<file path="src/rtl/pulse_rx_pkg.sv">
// Shared types for the pulse-coded link receiver.
// Assumes pulses arrive already synchronised to clk and one cycle wide.
package pulse_rx_pkg;

    typedef enum logic [1:0] {
        PK_NONE = 2'd0,
        PK_SET  = 2'd1,
        PK_CLR  = 2'd2,
        PK_BAD  = 2'd3
    } pulse_kind_e;

    // Sort one sampled cycle into a pulse kind.
    function automatic pulse_kind_e classify(input logic s, input logic c);
        unique case ({s, c})
            2'b10:   return PK_SET;
            2'b01:   return PK_CLR;
            2'b11:   return PK_BAD;
            default: return PK_NONE;
        endcase
    endfunction

    // True for the kinds that carry a level and prove the link is alive.
    function automatic logic is_valid(input pulse_kind_e k);
        return (k == PK_SET) || (k == PK_CLR);
    endfunction

endpackage

</file>
<file path="src/rtl/pls_latch.sv">
// Bistable level holder. A set pulse stores 1, a clear pulse stores 0, and
// an invalid double pulse is ignored. Returns to the default-high level
// while in reset or while output-side power is not good.
module pls_latch
    import pulse_rx_pkg::*;
(
    input  logic        clk,
    input  logic        rst_n,
    input  logic        pwr_good,
    input  pulse_kind_e kind,
    output logic        level
);

    // Update the held level on valid pulses only.
    always_ff @(posedge clk) begin
        if (!rst_n || !pwr_good)  level <= 1'b1;
        else if (kind == PK_SET)  level <= 1'b1;
        else if (kind == PK_CLR)  level <= 1'b0;
    end


    set_takes_chk: assert property (@(posedge clk) disable iff (!rst_n)
        (pwr_good && kind == PK_SET) |=> level);


    clr_takes_chk: assert property (@(posedge clk) disable iff (!rst_n)
        (pwr_good && kind == PK_CLR) |=> !level);


    bad_ignored_chk: assert property (@(posedge clk) disable iff (!rst_n)
        (pwr_good && kind == PK_BAD) |=> $stable(level));

endmodule

</file>
<file path="src/rtl/starve_wdog.sv">
// Pulse-starvation timer. It counts consecutive sampled cycles without a
// valid pulse. When one more quiet cycle follows WDOG_CYC of them, it
// raises starved, which stays up until the next valid pulse. The link
// starts out starved after reset and while power is not good.
module starve_wdog
    import pulse_rx_pkg::*;
#(
    parameter int WDOG_CYC = 500
) (
    input  logic        clk,
    input  logic        rst_n,
    input  logic        pwr_good,
    input  pulse_kind_e kind,
    output logic        starved
);

    localparam int CW = $clog2(WDOG_CYC + 1);
    localparam logic [CW-1:0] LIMIT = CW'(WDOG_CYC);

    logic [CW-1:0] quiet_cnt;
    logic          alive;

    assign alive = is_valid(kind);

    // Count quiet cycles; expire when the limit is exceeded.
    always_ff @(posedge clk) begin
        if (!rst_n || !pwr_good) begin
            quiet_cnt <= '0;
            starved   <= 1'b1;
        end else if (alive) begin
            quiet_cnt <= '0;
            starved   <= 1'b0;
        end else if (!starved) begin
            if (quiet_cnt == LIMIT) starved <= 1'b1;
            else                    quiet_cnt <= quiet_cnt + 1'b1;
        end
    end


    pulse_revives_chk: assert property (@(posedge clk) disable iff (!rst_n)
        (pwr_good && alive) |=> !starved);


    quiet_expiry_chk: assert property (@(posedge clk) disable iff (!rst_n)
        $rose(starved) |-> (!$past(alive) || !$past(pwr_good)));


    cnt_bound_chk: assert property (@(posedge clk) disable iff (!rst_n)
        quiet_cnt <= LIMIT);

endmodule

</file>
<file path="src/rtl/drive_stage.sv">
// Output pad model. It registers the drive enable from power-good and the
// output enable, then presents the fail-safe high level while starved or
// the held level otherwise. An undriven pad reads as 0 on data_out.
module drive_stage (
    input  logic clk,
    input  logic rst_n,
    input  logic pwr_good,
    input  logic out_en,
    input  logic level,
    input  logic starved,
    output logic data_out,
    output logic data_oe_n
);

    // One-cycle registered drive-enable path.
    always_ff @(posedge clk) begin
        if (!rst_n) data_oe_n <= 1'b1;
        else        data_oe_n <= !(pwr_good && out_en);
    end

    // Select fail-safe or held level onto the pad.
    always_comb begin
        if (data_oe_n)    data_out = 1'b0;
        else if (starved) data_out = 1'b1;
        else              data_out = level;
    end

endmodule

</file>
<file path="src/rtl/pulse_rx_decoder.sv">
// Receive decoder for a single-bit pulse-coded link: level holder,
// starvation timer with fail-safe high, and an enable-gated output.
// Assumes synchronous, one-cycle-wide set and clear pulses.
module pulse_rx_decoder
    import pulse_rx_pkg::*;
#(
    parameter int WDOG_CYC = 500
) (
    input  logic clk,
    input  logic rst_n,
    input  logic pwr_good,
    input  logic out_en,
    input  logic set_pls,
    input  logic clr_pls,
    output logic data_out,
    output logic data_oe_n
);

    pulse_kind_e kind;
    logic        level;
    logic        starved;

    assign kind = classify(set_pls, clr_pls);

    pls_latch u_latch (
        .clk      (clk),
        .rst_n    (rst_n),
        .pwr_good (pwr_good),
        .kind     (kind),
        .level    (level)
    );

    starve_wdog #(.WDOG_CYC(WDOG_CYC)) u_wdog (
        .clk      (clk),
        .rst_n    (rst_n),
        .pwr_good (pwr_good),
        .kind     (kind),
        .starved  (starved)
    );

    drive_stage u_drv (
        .clk       (clk),
        .rst_n     (rst_n),
        .pwr_good  (pwr_good),
        .out_en    (out_en),
        .level     (level),
        .starved   (starved),
        .data_out  (data_out),
        .data_oe_n (data_oe_n)
    );


    pg_low_undriven_chk: assert property (@(posedge clk) disable iff (!rst_n)
        !pwr_good |=> data_oe_n);


    en_low_undriven_chk: assert property (@(posedge clk) disable iff (!rst_n)
        !out_en |=> (data_oe_n && !data_out));


    starve_high_chk: assert property (@(posedge clk) disable iff (!rst_n)
        (starved && !data_oe_n) |-> data_out);


    reset_quiet_chk: assert property (@(posedge clk)
        !rst_n |=> data_oe_n);

endmodule

</file>
<file path="config.mk">
export PLATFORM = sky130hd
export DESIGN_NAME = pulse_rx_decoder
export DESIGN_NICKNAME = d
export VERILOG_FILES = /design/src/rtl/pulse_rx_pkg.sv /design/src/rtl/pls_latch.sv /design/src/rtl/starve_wdog.sv /design/src/rtl/drive_stage.sv /design/src/rtl/pulse_rx_decoder.sv
export SDC_FILE = /design/constraint.sdc
export NUM_CORES = 1
export LEC_CHECK = 0
export BUFFER_PORTS_ARGS = -buffer_cell sky130_fd_sc_hd__clkbuf_2
export CAP_MARGIN = 10
export CORE_AREA = 3 3 40 42
export CTS_CLUSTER_SIZE = 24
export DETAILED_ROUTE_END_ITERATION = 10
export DIE_AREA = 0 0 43 45
export HOLD_SLACK_MARGIN = 0.12
export REMOVE_ABC_BUFFERS = 1
export SYNTH_ARGS = -nofsm -noshare
export SYNTH_HDL_FRONTEND = slang
export SYNTH_SLANG_ARGS = --single-unit
</file>
<file path="constraint.sdc">
create_clock -name clk -period 2.25 [get_ports clk]
set_input_delay 0.45 -clock clk [delete_from_list [all_inputs] [get_ports clk]]
set_output_delay 0.45 -clock clk [all_outputs]
set_load 0.005 [all_outputs]
</file>
Word-level counts from Yosys, hierarchy flattened
Cells that the tools add are included.

cells by class
  order comparisons = 0
  add/sub/neg operators = 1
  muxes and demuxes = 6
  bitwise logic cells = 2
  shift-type cells = 0
  reductions and logical operators = 9
  equal/unequal tests = 6
  multipliers = 0
  div/mod/pow operators = 0

operators with widths
  operator             count
  $add 9x1->9 const B  1
  $eq 9x9->1 const B   1
  $eq 2x2->1 const B   3
  $pmux 2 s3           1
  $mux 1               5
  $eq 2x1->1 const B   2
  $reduce_or 2->1      2
  $logic_not 1->1      3
  $logic_or 1x1->1     2
  $not 1->1            2
  $reduce_and 2->1     1
  $logic_and 1x1->1    1

storage, ports and cells
  ROM bits = 0
  RAM bits = 0
  register bits = 12
  output and inout port bits = 2
  memories = 0
  bits in latches = 0

Depth between registers and ports, before layout
Gate-level depths: netlist of the first run.

  word-level depth = 5
  depth in mapped cells = 6
  depth with buffers taken out = 5

Cells and area by module
Synthesis of the first run repeated with hierarchy kept, for this count alone.

second synthesis, totals
  cells, all modules = 67
  area total of the unflattened synthesis = 618.1 um^2

modules (own cells, without submodules)
  module            cells each  times used  area each (um^2)  sequential area each (um^2)
  starve_wdog       58          1           520.5             200.2
  pls_latch         4           1           55.1              20.0
  drive_stage       3           1           35.0              20.0
  pulse_rx_decoder  2           1           7.5               0.0

Worst setup path after synthesis of the first run
Ideal clock, no wire load.

  kind = input -> register
  from = input port set_pls
  to = register u_wdog.quiet_cnt[2]
  arrival time = 1.223 ns
  buffers on the path = 1
  library setup time = 0.070 ns
  stages on the path = 6
  path slack = 0.957 ns
  required time = 2.180 ns
  path through = inv_1 -> ha_1 -> and3_1 -> buf_2 -> o21ai_0 -> a21oi_1

between the ends
  word-level cells in the longest chain between the ends = 5

ends and longest elaborated chain
  item                                      line                    RTL
  start, declared                           pulse_rx_decoder.sv:13  input logic set_pls,
  $eq 2x2->1 or $eq 2x1->1 (tied branches)  pulse_rx_pkg.sv:14      unique case ({s, c})
  $pmux 2 s3 (*)                            pulse_rx_pkg.sv:14
  $eq 2x1->1 or $eq 2x2->1 (tied branches)  pulse_rx_pkg.sv:24      return (k == PK_SET) || (k == PK_CLR);
  $logic_or 1x1->1 (*)                      pulse_rx_pkg.sv:24
  $reduce_or 2->1 (no source line) (*)      n/a
  end signal, assigned                      starve_wdog.sv:35       else quiet_cnt <= quiet_cnt + 1'b1;
  end, declared                             starve_wdog.sv:20       logic [CW-1:0] quiet_cnt;

Every way passes the cells marked *; elsewhere a longest branch is shown, timed or not.
A chain may end at the register's enable or synchronous reset.

Worst setup path after layout of the first run
  from = register u_wdog.starved
  to = output port data_out

between the ends
  word-level cells in the longest chain between the ends = 2

ends and longest elaborated chain
  item                    line                    RTL
  start, declared         starve_wdog.sv:14       output logic starved
  start signal, assigned  starve_wdog.sv:29       starved <= 1'b1;
  start signal, assigned  starve_wdog.sv:32       starved <= 1'b0;
  start signal, assigned  starve_wdog.sv:34       if (quiet_cnt == LIMIT) starved <= 1'b1;
  $mux 1                  drive_stage.sv:24       else if (starved) data_out = 1'b1;
  $mux 1                  drive_stage.sv:23       if (data_oe_n) data_out = 1'b0;
  end, declared           pulse_rx_decoder.sv:15  output logic data_out,

Every way passes these cells.

==> results of run 1 <==
[where the power goes]
| part | internal, mW | leakage, nW | total, mW | switching, mW |
|---|---|---|---|---|
| clock | 0.0618 | 0.0138 | 0.125 | 0.0631 |
| combinational | 0.0121 | 0.189 | 0.0252 | 0.0131 |
| sequential | 0.215 | 0.0972 | 0.218 | 0.00255 |
[Yosys cell counts, drive strengths merged]
| cell type | number |
|---|---|
| xnor2 | 1 |
| o21ba | 1 |
| inv | 6 |
| mux2i | 4 |
| nand4b | 2 |
| o21ai | 3 |
| xor2 | 1 |
| nand3 | 4 |
| nand4 | 1 |
| o21bai | 1 |
| nor2 | 3 |
| or3 | 2 |
| ha | 4 |
| a21oi | 3 |
| nand2b | 2 |
| nor2b | 1 |
| nor3 | 2 |
| a211o | 1 |
| o21a | 1 |
| and4b | 1 |
| buf | 1 |
| dfxtp | 12 |
| and3 | 2 |
| nand2 | 8 |
[placed cells by master (no fill, tap or decap)]
cell type	n
a211o_1	1
nand2b_1	2
mux2i_1	4
xnor2_1	1
nand2_1	8
nand4_2	1
and3_1	1
xor2_1	1
or3_1	2
clkbuf_2	7
inv_1	6
dfxtp_1	12
a21oi_1	3
o21bai_1	1
nand4b_1	1
nand4b_2	1
nor3_1	2
o21ai_0	3
nand3_1	4
o21a_1	1
nor2_1	3
and4b_1	1
ha_1	4
clkbuf_4	3
and3_2	1
o21ba_2	1
nor2b_1	1
[worst max-delay path by stage]
stage	endpoint	start	slack, ns
2_1_floorplan	u_wdog.quiet_cnt[2]	set_pls	0.94
3_3_place_gp	u_wdog.quiet_cnt[2]	set_pls	0.77
3_5_place_dp	u_wdog.quiet_cnt[2]	set_pls	0.74
4_1_cts	data_out	u_wdog.starved	0.83
5_1_grt	data_out	u_wdog.starved	0.77
6_report	data_out	u_wdog.starved	0.86
[per-layer routing]
metal | up-vias | routed length, um
met5 | - | 0
met4 | 0 | 42
li1 | 249 | -
met3 | 4 | 43
met2 | 8 | 455
met1 | 213 | 477
[flip-flops by register name, summed over array words and instances, names as in the netlist]
register / flops
u_wdog.starved: 1
u_drv.data_oe_n: 1
u_latch.level: 1
u_wdog.quiet_cnt: 9
[cell families after synthesis]
family	after synthesis	synth area share
xor+xnor	2	0.0291
simple gates	28	0.270
compound gates	10	0.106
fa+ha+maj	4	0.0832
flops	12	0.399
mux	4	0.0665
buf+inv	7	0.0457
[worst max-delay path: stages, from the launching register on]
cell and delay (ns):
dfxtp_1 0.42, nor2_1 0.06, nor2_1 0.08, clkbuf_2 0.11
[final cells by class]
cell class | instances | area [sq um] | area share
sequential | 12 | 240 | 0.357
inverter | 6 | 22.5 | 0.0335
tap | 15 | 18.8 | 0.0279
multi-input combinational | 48 | 334 | 0.496
clock buffer | 3 | 22.5 | 0.0335
timing repair buffer | 7 | 35.0 | 0.0520
[metrics by stage]
| step | cell area (sq um) | instances | util |
|---|---|---|---|
| 3_3_place_gp | 651 | 88 | 0.506 |
| 6_report | 673 | 91 | 0.524 |
| 3_5_place_dp | 651 | 88 | 0.506 |
| 2_1_floorplan | 597 | 66 | - |
| 5_1_grt | 673 | 91 | 0.524 |
| 4_1_cts | 673 | 91 | 0.524 |
==> results.yml, run 1 <==
global_routing:
  grt_pass1_vias: 445
  antenna_found_initial: 0
  gr-total-overflow: 0
  gr-usage-met3: 0.0239
  use_met2: 0.210
  use_met1: 0.148
  grt_use_total: 0.132
  grt_start_max_net_pins: 10
  grt.busiest_layer: "met2"
  grt_first_pass_wirelength_um: 1840
worst_hold_path:
  holdPathStages: 2
  hold_start: "out_en"
  hp-class: "input pin to flop"
  hold_end: "u_drv.data_oe_n"
clock_tree:
  cts_setup_buffers: 0
  cts_root_buffer: "clkbuf_4"
  h-tree-depth: 1
  cts_tree: "built"
  cts_buffers: 3
  cts_sinks: 12
  insertion_delay_ns: 0.26
  clock_path_buffers: 2
  clkSlewWorstSetupHoldPaths_ns: 0.07
  hold_buffers: 0
  cts_resized: 0
sta:
  finClkSkew_ns: 0.00242
  setup_viol: 0
  fin_tns_setup_ns: 0
  min_period_ns: 1.39
  drv_slew: 0
  fmaxAchievable_ghz: 0.719
  rsz0062_at_grt: "false"
  post-route-worst-setup-slack_ns: 0.858
  tightest_slew_ns: 0.268
  relSlewSlack: 0.821
  whs_ns: 0.359
  min_period_over_period: 0.619
  final_hold_viol_count: 0
route:
  drc_errors: 0
  vias: 474
  drtPass1Iterations: 2
  vias_per_cell: 5.21
  routed_wirelength_um: 1020
  wire_per_inst_um: 11.2
  first_iter_violations: 3
  ant_nets: 0
critical_path:
  critPathMaxFanout: 6
  arrival_ns: 0.94
  rr_startpoint: "u_wdog.quiet_cnt[0]"
  required_ns: 1.80
  critPathLaunchType: "flop"
  crit_path_end_kind: "primary output"
  ff2ff_path_depth: 4
  rr_endpoint: "u_wdog.quiet_cnt[6]"
  worstSetupPathType: "flop to primary output"
  rrSetupSlack_ns: 0.98
logic_synthesis:
  synth_top_area_cell: "dfxtp_1"
  syn_inst: 67
  yosys-top-cells-area: "dfxtp_1, ha_1, mux2i_1"
  synth_cell_types: 26
  synth_warnings: 0
  yosysSeqAreaShare: 0.399
  syn_area_per_cell_sq_um: 8.98
  synth_area_sq_um: 602
  synth.top_cell.area_share: 0.399
  synth_seq_cells: 12
finish:
  nFillCells: 133
  layout.nets: 88
  layout-drive-gt1-share: 0.184
  antenna_cells: 0
  area_growth_pct: 11.9
floorplanning:
  core_sq_um: 1280
  die_area_sq_um: 1940
  pin_count: 8
  die_h_um: 45
  die_x_um: 43
  start_util: 0.468
  num_rows: 13
place:
  gp_congestion: 0.696
  port_buffers: 7
  post-place-ws_ns: 0.740
  dp.final_hpwl_um: 814
outcome:
  outcome: "finished clean"
run:
  maxCapViolCount: 0
power:
  ir_drop_mv: 0.354
  powerDensity_nw_per_um2: 546
  leakagePower_nw: 0.300
  finalPower_uw: 368
(Power assumes the default switching activity.)
==> run 2: changes to the inputs <==
--- a/config.mk
+++ b/config.mk
@@ -12,6 +12,7 @@
 export DETAILED_ROUTE_END_ITERATION = 10
 export DIE_AREA = 0 0 43 45
 export HOLD_SLACK_MARGIN = 0.12
+export PLACE_DENSITY = 0.67
 export REMOVE_ABC_BUFFERS = 1
 export SYNTH_ARGS = -nofsm -noshare
 export SYNTH_HDL_FRONTEND = slang
==> constraint.sdc (replaced) <==
create_clock -name clk -period 1.25 [get_ports clk]
set_input_delay 0.25 -clock clk [delete_from_list [all_inputs] [get_ports clk]]
set_output_delay 0.25 -clock clk [all_outputs]
set_load 0.005 [all_outputs]
==> results.yml, run 2 (synthesis gave the netlist of run 1 again) <==
route:
  first_iter_violations: 10
  vias: 505
  wire_per_inst_um: 11.4
  vias_per_cell: 5.15
  ant_nets: 0
  routed_wirelength_um: 1120
  drc_errors: 0
  drtPass1Iterations: 4
place:
  place_inst: 93
  dp.final_hpwl_um: 892
  post-place-ws_ns: -0.0677
  placed_area_sq_um: 688
  port_buffers: 7
  gp_congestion: 0.678
power:
  p_switching_uw: 168
  p_clk_frac: 0.410
  p_int_uw: 596
  netSwitchingFraction: 0.219
  seqPwrFrac: 0.511
  pwr-share-comb: 0.080
  leakagePower_nw: 0.335
  powerDensity_nw_per_um2: 1030
  ir_drop_mv: 0.590
critical_path:
  ff2ff_path_depth: 4
  worstSetupPathType: "flop to primary output"
  rr_startpoint: "u_wdog.starved"
  critPathLaunchType: "flop"
  required_ns: 1.00
  rrSetupSlack_ns: 0.06
  arrival_ns: 0.96
  crit_path_end_kind: "primary output"
  rr_endpoint: "u_wdog.quiet_cnt[8]"
  critPathMaxFanout: 2
finish:
  nFillCells: 134
  top_register: "u_wdog.quiet_cnt"
  layout_commonest_cell: "dfxtp_1"
  fin_cells: 98
  layout_common_cells: "dfxtp_1, nand2_1, clkbuf_2, inv_1, buf_4"
  final_area_sq_um: 738
  antenna_cells: 0
  largest_register_ffs: 9
  area_growth_pct: 22.7
  layout-drive-gt1-share: 0.301
  layout.nets: 94
sta:
  min_period_ns: 1.21
  fmaxAchievable_ghz: 0.830
  post-route-worst-setup-slack_ns: 0.0450
  drv_slew: 0
  final_hold_viol_count: 0
  finClkSkew_ns: 0.00687
  setup_viol: 0
  relSlewSlack: 0.813
  min_period_over_period: 0.964
  rsz0062_at_grt: "true"
  tightest_slew_ns: 0.280
global_routing:
  grt_use_total: 0.149
  antenna_found_initial: 0
  grt_first_pass_wirelength_um: 2100
  grt_pass1_vias: 483
  grt_start_max_net_pins: 10
  gr-total-overflow: 0
clock_tree:
  h-tree-depth: 1
  cts_tree: "built"
  cts_buffers: 3
  clkSlewWorstSetupHoldPaths_ns: 0.08
  clock_path_buffers: 2
  insertion_delay_ns: 0.28
  cts_sinks: 12
  cts_root_buffer: "clkbuf_4"
worst_hold_path:
  hold_start: "out_en"
  holdPathStages: 2
  hp-class: "input pin to flop"
  hold_end: "u_drv.data_oe_n"
floorplanning:
  die_area_sq_um: 1940
  die_x_um: 43
  num_rows: 13
  die_h_um: 45
  start_util: 0.468
  pin_count: 8
  core_sq_um: 1280
outcome:
  outcome: "finished clean"
run:
  maxCapViolCount: 0
[run 2: cell types whose count changed in the layout (fill, tap and decap cells not counted), sizes merged]
cell	delta
buf	+6
clkbuf	+1
[run 2: area by class of cell]
class | instances | area (sq um) | share of cell area
multi-input cells | 48 | 337 | 0.456
flip-flops and latches | 12 | 244 | 0.331
repair buffers | 13 | 80.1 | 0.108
clock buffers | 4 | 36.3 | 0.0492
inverters | 6 | 22.5 | 0.0305
well taps | 15 | 18.8 | 0.0254
[run 2: power groups by stage]
stage | Clock (mW) | Sequential, mW | Combinational, mW
floorplan | 0 | 0.399 | 0.0272
CTS | 0.321 | 0.390 | 0.0616
finish | 0.313 | 0.390 | 0.0608
global placement | 0 | 0.400 | 0.0549
detailed placement | 0 | 0.400 | 0.0566
global route | 0.332 | 0.391 | 0.0715
[run 2: per-stage QoR]
stage	hold slack, ns	utilization	TNS [ns]	total power, mW
2_1_floorplan	0.322	-	0	0.426
3_3_place_gp	0.441	0.536	0	0.455
3_5_place_dp	0.460	0.536	-0.157	0.457
4_1_cts	0.166	0.571	0	0.772
5_1_grt	0.170	0.574	-0.102	0.794
6_report	0.167	0.574	0	0.764
[run 2: how the worst max path moves through the flow]
stage | start | to | slack [ns] | cells after the start
floorplan | u_wdog.quiet_cnt[0] | u_wdog.quiet_cnt[6] | 0.10 | 4
global placement | set_pls | u_wdog.quiet_cnt[2] | 0.008 | 6
detailed placement | set_pls | u_wdog.quiet_cnt[2] | -0.07 | 6
CTS | u_wdog.starved | data_out | 0.007 | 4
global route | u_wdog.quiet_cnt[0] | u_wdog.quiet_cnt[3] | -0.02 | 6
finish | u_wdog.starved | data_out | 0.04 | 4
[run 2: critical path, stage by stage, from the launching register on]
cell and delay [ns]:
dfxtp_2 0.33, buf_4 0.11, nor2_2 0.03, nor2_1 0.09
clkbuf_2 0.12
[run 2: layer usage]
metal  GRT usage  wire, um
met1       0.174       489
met2       0.249       565
met3      0.0598        52
met4      0.0542        13
met5           0         0
[run 2: what timing repair did]
item                                    in CTS  in global routing
endpoints found under the hold margin        0                  0
resized for setup                            1                  3
endpoints found under the setup margin       1                  9
buffers inserted                             1                  0
hold buffers                                 0                  0
pin swaps                                    0                  1
